## src/rtl/cal_clock.sv

```systemverilog
module cal_clock #(
  parameter int TICKS_PER_SEC = 32768,
  parameter int UIP_LEAD      = 16
) (
  input  logic       clk,
  input  logic       rst_n,
  input  logic [3:0] addr,
  input  logic [7:0] wdata,
  input  logic       wr_en,
  input  logic       rd_en,
  output logic [7:0] rdata,
  output logic       irq
);
  localparam int CW = $clog2(TICKS_PER_SEC);
  localparam logic [CW-1:0] LAST = CW'(TICKS_PER_SEC - 1);
  localparam logic [CW-1:0] WARN = CW'(TICKS_PER_SEC - UIP_LEAD);

  logic [7:0]    tm [0:9];
  logic [2:0]    dv;
  logic [3:0]    rs;
  logic [7:0]    regb;
  logic          pf, af, uf;
  logic [CW-1:0] cnt;
  logic [14:0]   pcnt;

  function automatic logic [6:0] to_bin(input logic [7:0] v, input logic bin);
    return bin ? v[6:0] : 7'({3'b0, v[7:4]} * 7'd10 + {3'b0, v[3:0]});
  endfunction

  function automatic logic [7:0] from_bin(input logic [6:0] v, input logic bin);
    return bin ? {1'b0, v} : {4'(v / 7'd10), 4'(v % 7'd10)};
  endfunction

  function automatic logic hit(input logic [7:0] v, input logic [7:0] alm);
    return (alm[7:6] == 2'b11) || (alm == v);
  endfunction

  wire dm  = regb[2];
  wire h24 = regb[1];
  wire run = (dv == 3'b010);
  wire upd = run && !regb[7] && (cnt == LAST);
  wire uip = run && !regb[7] && (cnt >= WARN);

  logic [15:0] plen;
  logic [14:0] pmask;
  assign plen  = 16'(1) << rs;
  assign pmask = 15'(plen >> 1) - 15'd1;
  wire ptick = run && (rs != 4'd0) && ((pcnt & pmask) == pmask);

  logic [6:0] s_b, m_b, hraw, h_b, w_b, d_b, mo_b, y_b, mdays;
  logic [6:0] ns, nm, nh, nw, nd, nmo, ny, h12;
  logic       c_s, c_m, c_h, c_d, c_mo;
  logic [7:0] hbyte;
  logic [7:0] nx [0:6];

  always_comb begin
    s_b  = to_bin(tm[0], dm);
    m_b  = to_bin(tm[1], dm);
    hraw = to_bin({1'b0, tm[2][6:0]}, dm);
    h_b  = h24 ? to_bin(tm[2], dm)
               : ((hraw == 7'd12 ? 7'd0 : hraw) + (tm[2][7] ? 7'd12 : 7'd0));
    w_b  = to_bin(tm[3], dm);
    d_b  = to_bin(tm[4], dm);
    mo_b = to_bin(tm[5], dm);
    y_b  = to_bin(tm[6], dm);
    case (mo_b)
      7'd4, 7'd6, 7'd9, 7'd11: mdays = 7'd30;
      7'd2:                    mdays = (y_b[1:0] == 2'b00) ? 7'd29 : 7'd28;
      default:                 mdays = 7'd31;
    endcase
    c_s  = (s_b >= 7'd59);
    c_m  = c_s && (m_b >= 7'd59);
    c_h  = c_m && (h_b >= 7'd23);
    c_d  = c_h && (d_b >= mdays);
    c_mo = c_d && (mo_b >= 7'd12);
    ns   = c_s ? 7'd0 : s_b + 7'd1;
    nm   = c_s ? (c_m ? 7'd0 : m_b + 7'd1) : m_b;
    nh   = c_m ? (c_h ? 7'd0 : h_b + 7'd1) : h_b;
    nw   = c_h ? ((w_b >= 7'd7) ? 7'd1 : w_b + 7'd1) : w_b;
    nd   = c_h ? (c_d ? 7'd1 : d_b + 7'd1) : d_b;
    nmo  = c_d ? (c_mo ? 7'd1 : mo_b + 7'd1) : mo_b;
    ny   = c_mo ? ((y_b >= 7'd99) ? 7'd0 : y_b + 7'd1) : y_b;
    h12  = (nh == 7'd0) ? 7'd12 : ((nh > 7'd12) ? nh - 7'd12 : nh);
    hbyte = from_bin(h12, dm);
    nx[0] = from_bin(ns, dm);
    nx[1] = from_bin(nm, dm);
    nx[2] = h24 ? from_bin(nh, dm) : {(nh >= 7'd12), hbyte[6:0]};
    nx[3] = from_bin(nw, dm);
    nx[4] = from_bin(nd, dm);
    nx[5] = from_bin(nmo, dm);
    nx[6] = from_bin(ny, dm);
  end

  wire alarm_hit = hit(nx[0], tm[7]) && hit(nx[1], tm[8]) && hit(nx[2], tm[9]);
  wire irqf = (pf && regb[6]) || (af && regb[5]) || (uf && regb[4]);
  assign irq = irqf;

  always_ff @(posedge clk) begin
    if (!rst_n) begin
      for (int i = 0; i < 10; i++) tm[i] <= 8'h00;
      dv <= '0; rs <= '0; regb <= '0;
      pf <= 1'b0; af <= 1'b0; uf <= 1'b0;
      cnt <= '0; pcnt <= '0;
    end else begin
      if (!run) begin
        cnt  <= '0;
        pcnt <= '0;
      end else begin
        cnt  <= (cnt == LAST) ? '0 : cnt + 1'b1;
        pcnt <= pcnt + 15'd1;
      end
      if (rd_en && addr == 4'hC) begin
        pf <= 1'b0; af <= 1'b0; uf <= 1'b0;
      end
      if (ptick) pf <= 1'b1;
      if (upd) begin
        for (int i = 0; i < 7; i++) tm[i] <= nx[i];
        uf <= 1'b1;
        if (alarm_hit) af <= 1'b1;
      end
      if (wr_en) begin
        case (addr)
          4'h0, 4'h1, 4'h2, 4'h3, 4'h4,
          4'h5, 4'h6, 4'h7, 4'h8, 4'h9: tm[addr] <= wdata;
          4'hA: {dv, rs} <= wdata[6:0];
          4'hB: regb <= wdata;
          default: ;
        endcase
      end
    end
  end

  always_comb begin
    case (addr)
      4'h0, 4'h1, 4'h2, 4'h3, 4'h4,
      4'h5, 4'h6, 4'h7, 4'h8, 4'h9: rdata = tm[addr];
      4'hA:    rdata = {uip, dv, rs};
      4'hB:    rdata = regb;
      4'hC:    rdata = {irqf, pf, af, uf, 4'b0000};
      4'hD:    rdata = 8'h80;
      default: rdata = 8'h00;
    endcase
  end
endmodule

```

## config.mk

```make
export PLATFORM = sky130hd
export DESIGN_NAME = cal_clock
export DESIGN_NICKNAME = d
export VERILOG_FILES = /design/src/rtl/cal_clock.sv
export SDC_FILE = /design/constraint.sdc
export NUM_CORES = 1
export LEC_CHECK = 0
export ABC_AREA = 1
export BUFFER_PORTS_ARGS = -buffer_cell sky130_fd_sc_hd__buf_2
export CAP_MARGIN = 25
export CORE_MARGIN = 2
export CORE_UTILIZATION = 55
export DETAILED_ROUTE_END_ITERATION = 6
export PLACE_DENSITY = 0.71
export SYNTH_ARGS = -nofsm -noshare
export SYNTH_HDL_FRONTEND = slang
export SYNTH_SLANG_ARGS = --single-unit
```

## constraint.sdc

```tcl
create_clock -name clk -period 11.2 [get_ports clk]
set_input_delay 1.12 -clock clk [delete_from_list [all_inputs] [get_ports clk]]
set_output_delay 1.12 -clock clk [all_outputs]
set_load 0.02 [all_outputs]
```

==> results.md, run 1 <==
Status:
- The run finished with clean final reports.

Floorplan:
- The initial utilization of the core area, before any placement, comes to 56.0%.
- In this run the vertical extent of the chip is 156 µm.
- The die width is 156 µm.
- The placement row count is 55.
- The area of the core is 0.0226 mm².
- The die outline area is roughly 0.024 mm².
- The total I/O pin count is 25.

Timing:
- The shortest period the worst path allows is 7.24 ns.
- The total setup violations reported at the end of the flow is 0.
- The final critical-path share of the clock period is between 60 and 70%.
- The actual transition at the worst max-transition pin is 0.854 ns.
- The final count of pins violating max slew is 0.
- The final count of hold timing violations is 0.
- Timing would allow up to 138 MHz.
- The clock skew after layout is 0.00736 ns.
- Setup repair after global routing left no endpoint under its margin.
- Adding up every negative setup slack in the final design gives 0 ns.
- The headroom to the max-slew limit is between 40% and 50%.

Global route:
- The via count of the first global-routing pass is 11600.
- The initial antenna violation count came to 0.
- The global-route total usage across every layer is 30.3%.
- The first global-routing pass estimated ~58000 µm of wire.
- Entering global routing, the biggest net connects 107 pins.
- After global routing the overflow that remains totals 0.

CTS:
- The cell sitting at the root of the clock tree is a sky130_fd_sc_hd__clkbuf_16.
- Once the clock tree was built, the setup fixing pass inserted 0 buffers.
- TritonCTS built the clock tree.
- The clock latency at the later pin of the worst-skew pair is ~0.42 ns.
- The number of buffers inserted by hold repair at cts is 0.
- In this run, post-CTS repair resized a total of 0 instances.
- In this run the deepest clock path goes through 2 buffers.
- The post-CTS clock slew at the launch and capture registers of the worst setup and hold paths is ~0.06 ns.
- The H-tree generated during clock tree synthesis spans 4 levels.
- The number of clock buffers inserted by TritonCTS is 17.
- The clock drives 128 sinks.

Yosys:
- The top cell type by total area after synthesis is sky130_fd_sc_hd__edfxtp_1.
- The mean cell area of the mapped netlist is 6.74 µm².
- The total nets after synthesis is about 2000.
- The area fraction of the dominant cell type after synthesis is 19.0%.
- Summing every instance area after synthesis gives roughly 0.013 mm².
- The flip-flop and latch count after synthesis is 128.
- The number of cells produced by synthesis is around 1900.
- The warning count from the yosys run is 0.
- The fraction of the yosys area taken by sequential cells is 26.6%.
- In the post-synthesis netlist, the biggest area contributors are sky130_fd_sc_hd__edfxtp_1 19%, sky130_fd_sc_hd__nand2_1 12%, sky130_fd_sc_hd__inv_1 7.8%, sky130_fd_sc_hd__dfxtp_1 7.6%, sky130_fd_sc_hd__ha_1 7.3%.
- The number of flops mapped to enable cells by yosys is 80.
- The primary flip-flop cell chosen by synthesis mapping is sky130_fd_sc_hd__edfxtp_1.
- The fraction of synthesis flops using an asynchronous set or reset pin is 0%.
- Yosys mapped the design onto 69 distinct sky130hd cell types.

Cells and area:
- The count of nets after finishing is 1981.
- The count of non-filler cells in the finished layout is 2174.
- The area overhead of the layout relative to synthesis is 6.47%.
- Summing all non-filler instances in the final layout gives an area of 0.0135 mm².
- In the layout the commonest cells are 419 x sky130_fd_sc_hd__nand2_1, 263 x sky130_fd_sc_hd__inv_1, 173 x sky130_fd_sc_hd__nor2_1.
- The most frequent standard cell in the layout excluding fill and tap cells is sky130_fd_sc_hd__nand2_1.
- The proportion of layout cells with a drive suffix above 1 is 7.83%.
- 0 antenna diodes ended up in the layout.
- Measured on the finished design, the core utilization comes to a little under 60%.
- The final-layout fill cell count is 2149.

Job:
- Max-cap violations in this run came to 0.

Place:
- After detailed placement, the total cell area comes to about 0.013 mm².
- Counting tap cells, the placed design contains a total of 2142 instances.
- Summed over all nets, the half-perimeter wirelength after detailed placement is 27800 µm.
- The count of input and output buffers is 24.
- The congestion estimate from routability-driven global placement came to roughly 0.92.

Drt:
- The total wire length after detailed routing is about 37000 µm.
- The per-cell via count in the routed design is 5.87.
- Dividing the detail-routed wire length by the instance count gives approximately 17 µm.
- The number of nets with antenna violations after routing is 0.
- For this run, the detailed router's first-pass iteration total came to 6.
- The overall via count from detail_route is 12800.
- After detailed routing, the number of remaining DRC violations is 0.
- The number of design-rule violations left by the first detailed-router iteration is around 1200.

Pwr:
- Of the total power, the share spent switching nets is about 50%.
- The part of the total power dissipated in combinational logic is 62.3%.
- The worst-case IR drop observed on VDD is 0.178 mV.
- Dividing total power by cell area gives a power density of 211 mW/mm².
- The cell internal power dissipation is 1.41 mW.
- The clock network burns 18.5% of the power.
- In this run the power spent charging and discharging nets is 1.42 mW.
- Summing internal, switching and leakage power gives about 2.8 mW.
- The part of the total power dissipated in sequential elements is 19.2%.
- The reported leakage power is ~6 nW.

Critical path:
- STA classifies the critical path endpoint as a flip-flop.
- Of all nets on the critical path, the largest fanout is 19.
- The largest single stage delay on the critical path is 0.50 ns.
- For this design, the slowest cell found on the critical path is sky130_fd_sc_hd__edfxtp_1.
- The cell seen most often among critical-path stages is sky130_fd_sc_hd__nand2_1.
- STA puts the critical path data arrival time at approximately 7.6 ns.
- The worst path required time is between 10 and 15 ns.
- The worst setup slack for register-to-register paths is 3.96 ns.
- The critical path class is reg -> reg.
- The worst setup path is launched from a flip-flop.

Min path:
- The min-delay analysis places its worst path in the category reg -> reg.
## final cells by class
| class | count | area, µm² | area share, % |
|---|---|---|---|
| well taps | 285 | 357 | 2.65 |
| clock inverters | 13 | 95.1 | 0.707 |
| repair buffers | 27 | 143 | 1.06 |
| inverters | 286 | 1090 | 8.07 |
| multi-input cells | 1416 | 7960 | 59.1 |
| flip-flops and latches | 128 | 3360 | 25.0 |
| clock buffers | 19 | 454 | 3.37 |
## power groups by stage
| stage | Combinational, mW | Clock, mW | Sequential [mW] |
|---|---|---|---|
| floorplan | 1.41 | 0 | 0.542 |
| global placement | 1.70 | 0 | 0.553 |
| detailed placement | 1.74 | 0 | 0.553 |
| CTS | 1.75 | 0.524 | 0.543 |
| global route | 2.02 | 0.543 | 0.546 |
| finish | 1.77 | 0.525 | 0.544 |
## sequential cells by signal (all words and copies together), names as in the netlist
name and flops:
dv 3, regb 8, rs 4, pcnt 15
cnt 15, uf 1, af 1, tm 80
pf 1
## stage by stage
| step | hold slack [ns] | setup slack, ns |
|---|---|---|
| after floorplan | 0.429 | 4.79 |
| after global placement | 0.442 | 4.12 |
| after detailed placement | 0.447 | 4.03 |
| after CTS | 0.458 | 4.01 |
| after global routing | 0.494 | 3.14 |
| final | 0.464 | 3.96 |
## critical path: cells and delay by family (launching register included)
kind | cells | cell delay, ns
flip-flops | 1 | 0.50
buffers and inverters | 3 | 0.22
adder cells (fa/ha/maj) | 6 | 1.87
AO/OA/AOI/OAI | 7 | 1.19
XOR/XNOR | 2 | 0.31
AND/OR/NAND/NOR | 29 | 3.10
## path summary, 6_finish.rpt
| check | startpoint | endpoint | depth (start not counted) |
|---|---|---|---|
| min | regb[3]$_SDFFE_PN0P_ | regb[3]$_SDFFE_PN0P_ | 2 |
| max reg2reg | tm[2][6]$_DFFE_PP_ | af$_SDFF_PN0_ | 47 |
| max | tm[2][6]$_DFFE_PP_ | af$_SDFF_PN0_ | 47 |
| min reg2reg | regb[3]$_SDFFE_PN0P_ | regb[3]$_SDFFE_PN0P_ | 2 |
## Yosys cell counts (14+ instances only)
| cell | n |
|---|---|
| sky130_fd_sc_hd__nand4_1 | 22 |
| sky130_fd_sc_hd__a21oi_1 | 95 |
| sky130_fd_sc_hd__o22ai_1 | 41 |
| sky130_fd_sc_hd__nand2_2 | 20 |
| sky130_fd_sc_hd__nor2_1 | 173 |
| sky130_fd_sc_hd__clkbuf_1 | 24 |
| sky130_fd_sc_hd__o21ai_0 | 146 |
| sky130_fd_sc_hd__o21ai_1 | 23 |
| sky130_fd_sc_hd__ha_1 | 74 |
| sky130_fd_sc_hd__inv_1 | 263 |
| sky130_fd_sc_hd__nand2_1 | 419 |
| sky130_fd_sc_hd__edfxtp_1 | 80 |
| sky130_fd_sc_hd__nand3_1 | 139 |
| sky130_fd_sc_hd__xnor2_1 | 22 |
| sky130_fd_sc_hd__nor3_1 | 37 |
| sky130_fd_sc_hd__o221ai_1 | 14 |
| sky130_fd_sc_hd__xor2_1 | 38 |
| sky130_fd_sc_hd__dfxtp_1 | 48 |
| sky130_fd_sc_hd__fa_1 | 15 |
## logic make-up after synthesis
family	count (synthesis)	share of synthesized area (%)
xor+xnor	61	4.29
simple gates	867	30.3
buf+inv	330	10.4
compound gates	398	18.6
mux	1	0.0891
fa+ha+maj	89	9.70
flops	128	26.6
## routing by layer
metal / part of all wire (%) / GRT usage (%) / vias to the layer above
met4: 2.8 / 9.26 / 0
met3: 7.2 / 4.17 / 79
met5: 0 / 0 / -
met2: 47 / 51.0 / 537
li1: - / - / 6328
met1: 43 / 40.6 / 5810
Note: power is estimated with default switching activity, not from simulation.
==> run 2, diff against run 1 <==
--- a/config.mk
+++ b/config.mk
@@ -5,13 +5,13 @@
 export SDC_FILE = /design/constraint.sdc
 export NUM_CORES = 1
 export LEC_CHECK = 0
-export ABC_AREA = 1
+export ABC_AREA = 0
 export BUFFER_PORTS_ARGS = -buffer_cell sky130_fd_sc_hd__buf_2
 export CAP_MARGIN = 25
 export CORE_MARGIN = 2
 export CORE_UTILIZATION = 55
 export DETAILED_ROUTE_END_ITERATION = 6
-export PLACE_DENSITY = 0.71
+export PLACE_DENSITY = 0.74
 export SYNTH_ARGS = -nofsm -noshare
 export SYNTH_HDL_FRONTEND = slang
 export SYNTH_SLANG_ARGS = --single-unit
==> constraint.sdc (replaced) <==
create_clock -name clk -period 6.1 [get_ports clk]
set_input_delay 0.61 -clock clk [delete_from_list [all_inputs] [get_ports clk]]
set_output_delay 0.61 -clock clk [all_outputs]
set_load 0.02 [all_outputs]
==> run 2 against run 1 <==
Against the previous run: largest power group unchanged; cell count is 12% higher; the run now ends with negative setup slack left; wire length up 32%; die area is 14% higher; sequential power up 81%; via count grew 22%.
==> results.md, run 2 <==
CTS:
- The post-CTS clock slew at the launch and capture registers of the worst setup and hold paths is 0.06 ns.
- The longest clock path from root to sink contains 2 buffers.
- The number of levels the H-tree was split into is 4.
- Clock tree synthesis found a total of 128 sinks.
- The buffer cell driving the clock tree root is sky130_fd_sc_hd__clkbuf_16.
- The later pin in the worst-skew pair is clocked with a latency of 0.43 ns.
- Clock tree synthesis inserted a total of 17 buffers.
- TritonCTS built the clock tree.

Drt:
- The overall via count from detail_route is 15600.
- In the final routed layout, each cell accounts on average for 19.9 µm.
- The post-route DRC violation count is 0.
- The per-cell via count in the routed design is 6.43.
- The number of optimization iterations in the first detailed-route pass is 6.
- After the first detailed-routing iteration, the DRC count stood at 1625.
- Wires add up to 48200 µm.
- The number of nets with antenna violations after routing is 0.

Yosys:
- In the post-synthesis netlist, the biggest area contributors are sky130_fd_sc_hd__edfxtp_1 17%, sky130_fd_sc_hd__dfxtp_1 6.7%, sky130_fd_sc_hd__ha_1 6.4%, sky130_fd_sc_hd__nand2_1 5.6%, sky130_fd_sc_hd__nor2_1 4.5%.
- The cell area that synthesis handed to floorplanning was 0.0144 mm².
- After synthesis, the largest area contributor takes up 16.7% of total cell area.
- Ranked by instance count, the synthesized netlist is headed by 215 x sky130_fd_sc_hd__nand2_1, 171 x sky130_fd_sc_hd__nor2_1, 127 x sky130_fd_sc_hd__o21ai_0.
- The total nets after synthesis is 1881.
- The fraction of synthesis flops using an asynchronous set or reset pin is 0%.
- Summing the sequential cell areas from Yosys gives around a quarter of the chip area.
- For this run, the number of Yosys warnings is 0.
- The number of cells produced by synthesis is about 1800.
- The top cell type by total area after synthesis is sky130_fd_sc_hd__edfxtp_1.
- After synthesis the netlist holds a flip-flop and latch count of 128.
- The number of library cell types mapped by synthesis is between 100 and 150.
- The most used flip-flop cell after synthesis is sky130_fd_sc_hd__edfxtp_1.
- The most numerous cell in the Yosys netlist is sky130_fd_sc_hd__nand2_1.
- Yosys mapped a number of flops with a built-in enable equal to 80.
- Dividing the synthesized area by the synthesized cell count gives 8.12 µm².

Global route:
- Entering global routing, the biggest net connects 45 pins.
- The initial antenna violation count is 0.
- The first global-routing pass estimated 75500 µm of wire.
- The via count of the first global-routing pass is 14700.
- The global-route total usage across every layer is 33.5%.
- The total overflow left after global routing is 0.

Min path:
- In this run the most critical hold path is launched from cnt[0]$_SDFF_PP0_.
- The number of instances on the worst hold path is 1.
- The class of the tightest hold or removal check is reg -> reg.
- For hold timing, the worst endpoint is cnt[0]$_SDFF_PP0_.

Floorplan:
- The area of the core is 0.0259 mm².
- From left edge to right edge, the die measures around 170 µm.
- The total I/O pin count is 25.
- From bottom edge to top edge, the die measures 166 µm.
- For this configuration, the core starts out at a cell density of a little under three fifths.
- The die outline area is 0.0275 mm².
- The placement row count is between 50 and 60.

Pwr:
- In this run, flip-flops and latches consume 18.8% of the power.
- The net switching power of the design is 2.10 mW.
- The worst-case IR drop observed on VDD is 0.229 mV.
- The power density over the cells is roughly 280 mW/mm².
- The share of total power in the clock network is 19.3%.
- The reported leakage power is 7.44 nW.
- Net switching is 40.1% of the power.
- Summing internal, switching and leakage power gives between 5 and 6 mW.
- The part of the total power dissipated in combinational logic is 61.9%.
- The internal portion of the total power is 3.14 mW.

Critical path:
- The worst flop-to-flop path endpoint is af$_SDFF_PN0_.
- The worst path required time is between 6 and 7 ns.
- The cell seen most often among critical-path stages is sky130_fd_sc_hd__ha_2.
- The worst register-to-register path begins at tm[2][4]$_DFFE_PP_.
- The critical path capture point type is a flip-flop.
- The critical path in this run is classified as reg -> reg.
- The worst setup path is launched from a flip-flop.
- The largest stage delay on the critical path is 0.43 ns.
- The cell with the largest stage delay on the worst path is sky130_fd_sc_hd__edfxtp_1.
- The largest fanout on the critical path is 3.
- The worst setup slack for register-to-register paths is -1.09 ns.
- The data arrival time of the critical path is 7.52 ns.
- The number of cell instances on the worst register-to-register path is 34.

Cells and area:
- The area overhead of the layout relative to synthesis is 29.4%.
- The library cell used most frequently in the layout, excluding fill and tap cells, is sky130_fd_sc_hd__buf_4.
- Of the cells placed in the final design, the portion with a size suffix greater than 1 is between 30% and 40%.
- The post-layout instance area is 0.0186 mm².
- The final core utilization is 72.0%.
- The count of non-filler cells in the finished layout is 2427.
- The top cell types in the final layout, fill and taps aside, are 328 x sky130_fd_sc_hd__buf_4, 210 x sky130_fd_sc_hd__nand2_1, 162 x sky130_fd_sc_hd__nor2_1.
- Counting the fill cells in the layout gives 1924.
- The register with the most flip-flops in the layout has 80 of them.
- The largest registers in the layout are tm: 80 flops, cnt: 15 flops, pcnt: 15 flops.
- The count of nets after finishing is 2183.
- The register containing the most flip-flops in the final layout is tm.

Status:
- The flow ran to the end, but the final reports show violations.
- The final reports fail on negative setup slack.

Timing:
- At the pin with the least slew margin, the transition time is 1.06 ns.
- Setup violations remaining at the end of the flow were counted as 22.
- The final count of hold timing violations is 0.
- In the final timing run, aggregate negative setup slack is -13.37 ns.
- The maximum clock rate is between 100 and 150 MHz.
- Measured against its own limit, the worst slew margin works out to 28.9%.
- Setup repair after global routing could not meet its margin everywhere.
- Of the available clock period, the critical path in the final layout requires 118%.
- The shortest period the worst path allows is 7.19 ns.
- The final count of pins violating max slew is 0.
- After layout, the worst setup slack is -1.09 ns.
- For the final database, setup skew stands at between 0.01 and 0.015 ns.
- Hold is met by ~0.48 ns.

Place:
- In this run the cell area measured after placement is ~0.017 mm².
- Input and output buffers added on the ports amount to 24.
- The final weighted congestion of routability-driven global placement is 0.996.
- Including well taps, the total number of placed cells is 2319.
- OpenSTA, run right after detailed placement, puts the worst setup slack at -0.980 ns.
- After legalization and detailed placement, the total HPWL measured 34400 µm.

Job:
- The tool flagged a number of max-cap violations equal to 0.
==> run 2: timing repair <==
item | 4_1_cts | 5_1_grt
buffers inserted | 61 | 12
gates resized for setup | 114 | 32
endpoints found under the setup margin | 22 | 25
cloned | 1 | 0
pin swaps | 65 | 47
hold buffers | 0 | 0
==> run 2: worst max-delay path by stage <==
stage                             from       endpoint  slack (ns)  cells past startpoint
global placement    tm[2][4]$_DFFE_PP_  af$_SDFF_PN0_       -0.79                     33
finish              tm[2][4]$_DFFE_PP_  af$_SDFF_PN0_       -1.09                     34
detailed placement  tm[2][4]$_DFFE_PP_  af$_SDFF_PN0_       -0.98                     33
global route        tm[2][4]$_DFFE_PP_  af$_SDFF_PN0_       -1.43                     34
CTS                 tm[2][4]$_DFFE_PP_  af$_SDFF_PN0_       -0.82                     33
floorplan           tm[2][6]$_DFFE_PP_  af$_SDFF_PN0_       -1.14                     34
==> run 2: layout make-up <==
cell class	count	area, µm²	share of cell area (%)
multi-input cells	1508	11200	60.0
flip-flops and latches	128	3370	18.1
repair buffers	382	2920	15.6
clock buffers	20	479	2.57
well taps	335	419	2.25
inverters	41	154	0.825
clock inverters	12	115	0.617
diodes	1	2.50	0.0134
==> run 2: logic make-up (layout without fill, tap and decap cells) <==
family,after synthesis,count (layout),synth area share [%]
AND/OR/NAND/NOR,701,701,23.7
buffers and inverters,140,455,4.12
flip-flops,128,128,23.3
XOR/XNOR,105,105,6.48
AO/OA/AOI/OAI,514,514,24.8
multiplexers,93,93,8.58
adder cells (fa/ha/maj),95,95,8.92
other,0,1,0
==> run 2: routing by layer <==
metal | part of all wire [%] | vias up | GRT usage [%]
met5 | 0 | - | 0
met4 | 5.0 | 0 | 16.2
met3 | 8.6 | 172 | 4.41
met2 | 47 | 817 | 55.1
met1 | 40 | 7373 | 43.7
li1 | - | 7253 | -
==> run 2: power by group through the flow <==
stage          combinational (mW)  sequential, mW  clock (mW)
2_1_floorplan                1.74           0.988           0
5_1_grt                      3.49           0.987        1.05
6_report                     3.25           0.986        1.01
4_1_cts                      3.03           0.984        1.01
3_3_place_gp                 2.60            1.00           0
3_5_place_dp                 2.66            1.00           0
==> run 2: critical path: cells and delay by family, from the launching register on <==
family | cells | cell delay [ns]
AOI/OAI and AO/OA | 15 | 2.83
xor gates and xnor gates | 2 | 0.38
adders and majority gates | 6 | 1.61
buffers and inverters | 2 | 0.18
DFF | 1 | 0.43
and+or+nand+nor | 9 | 1.68
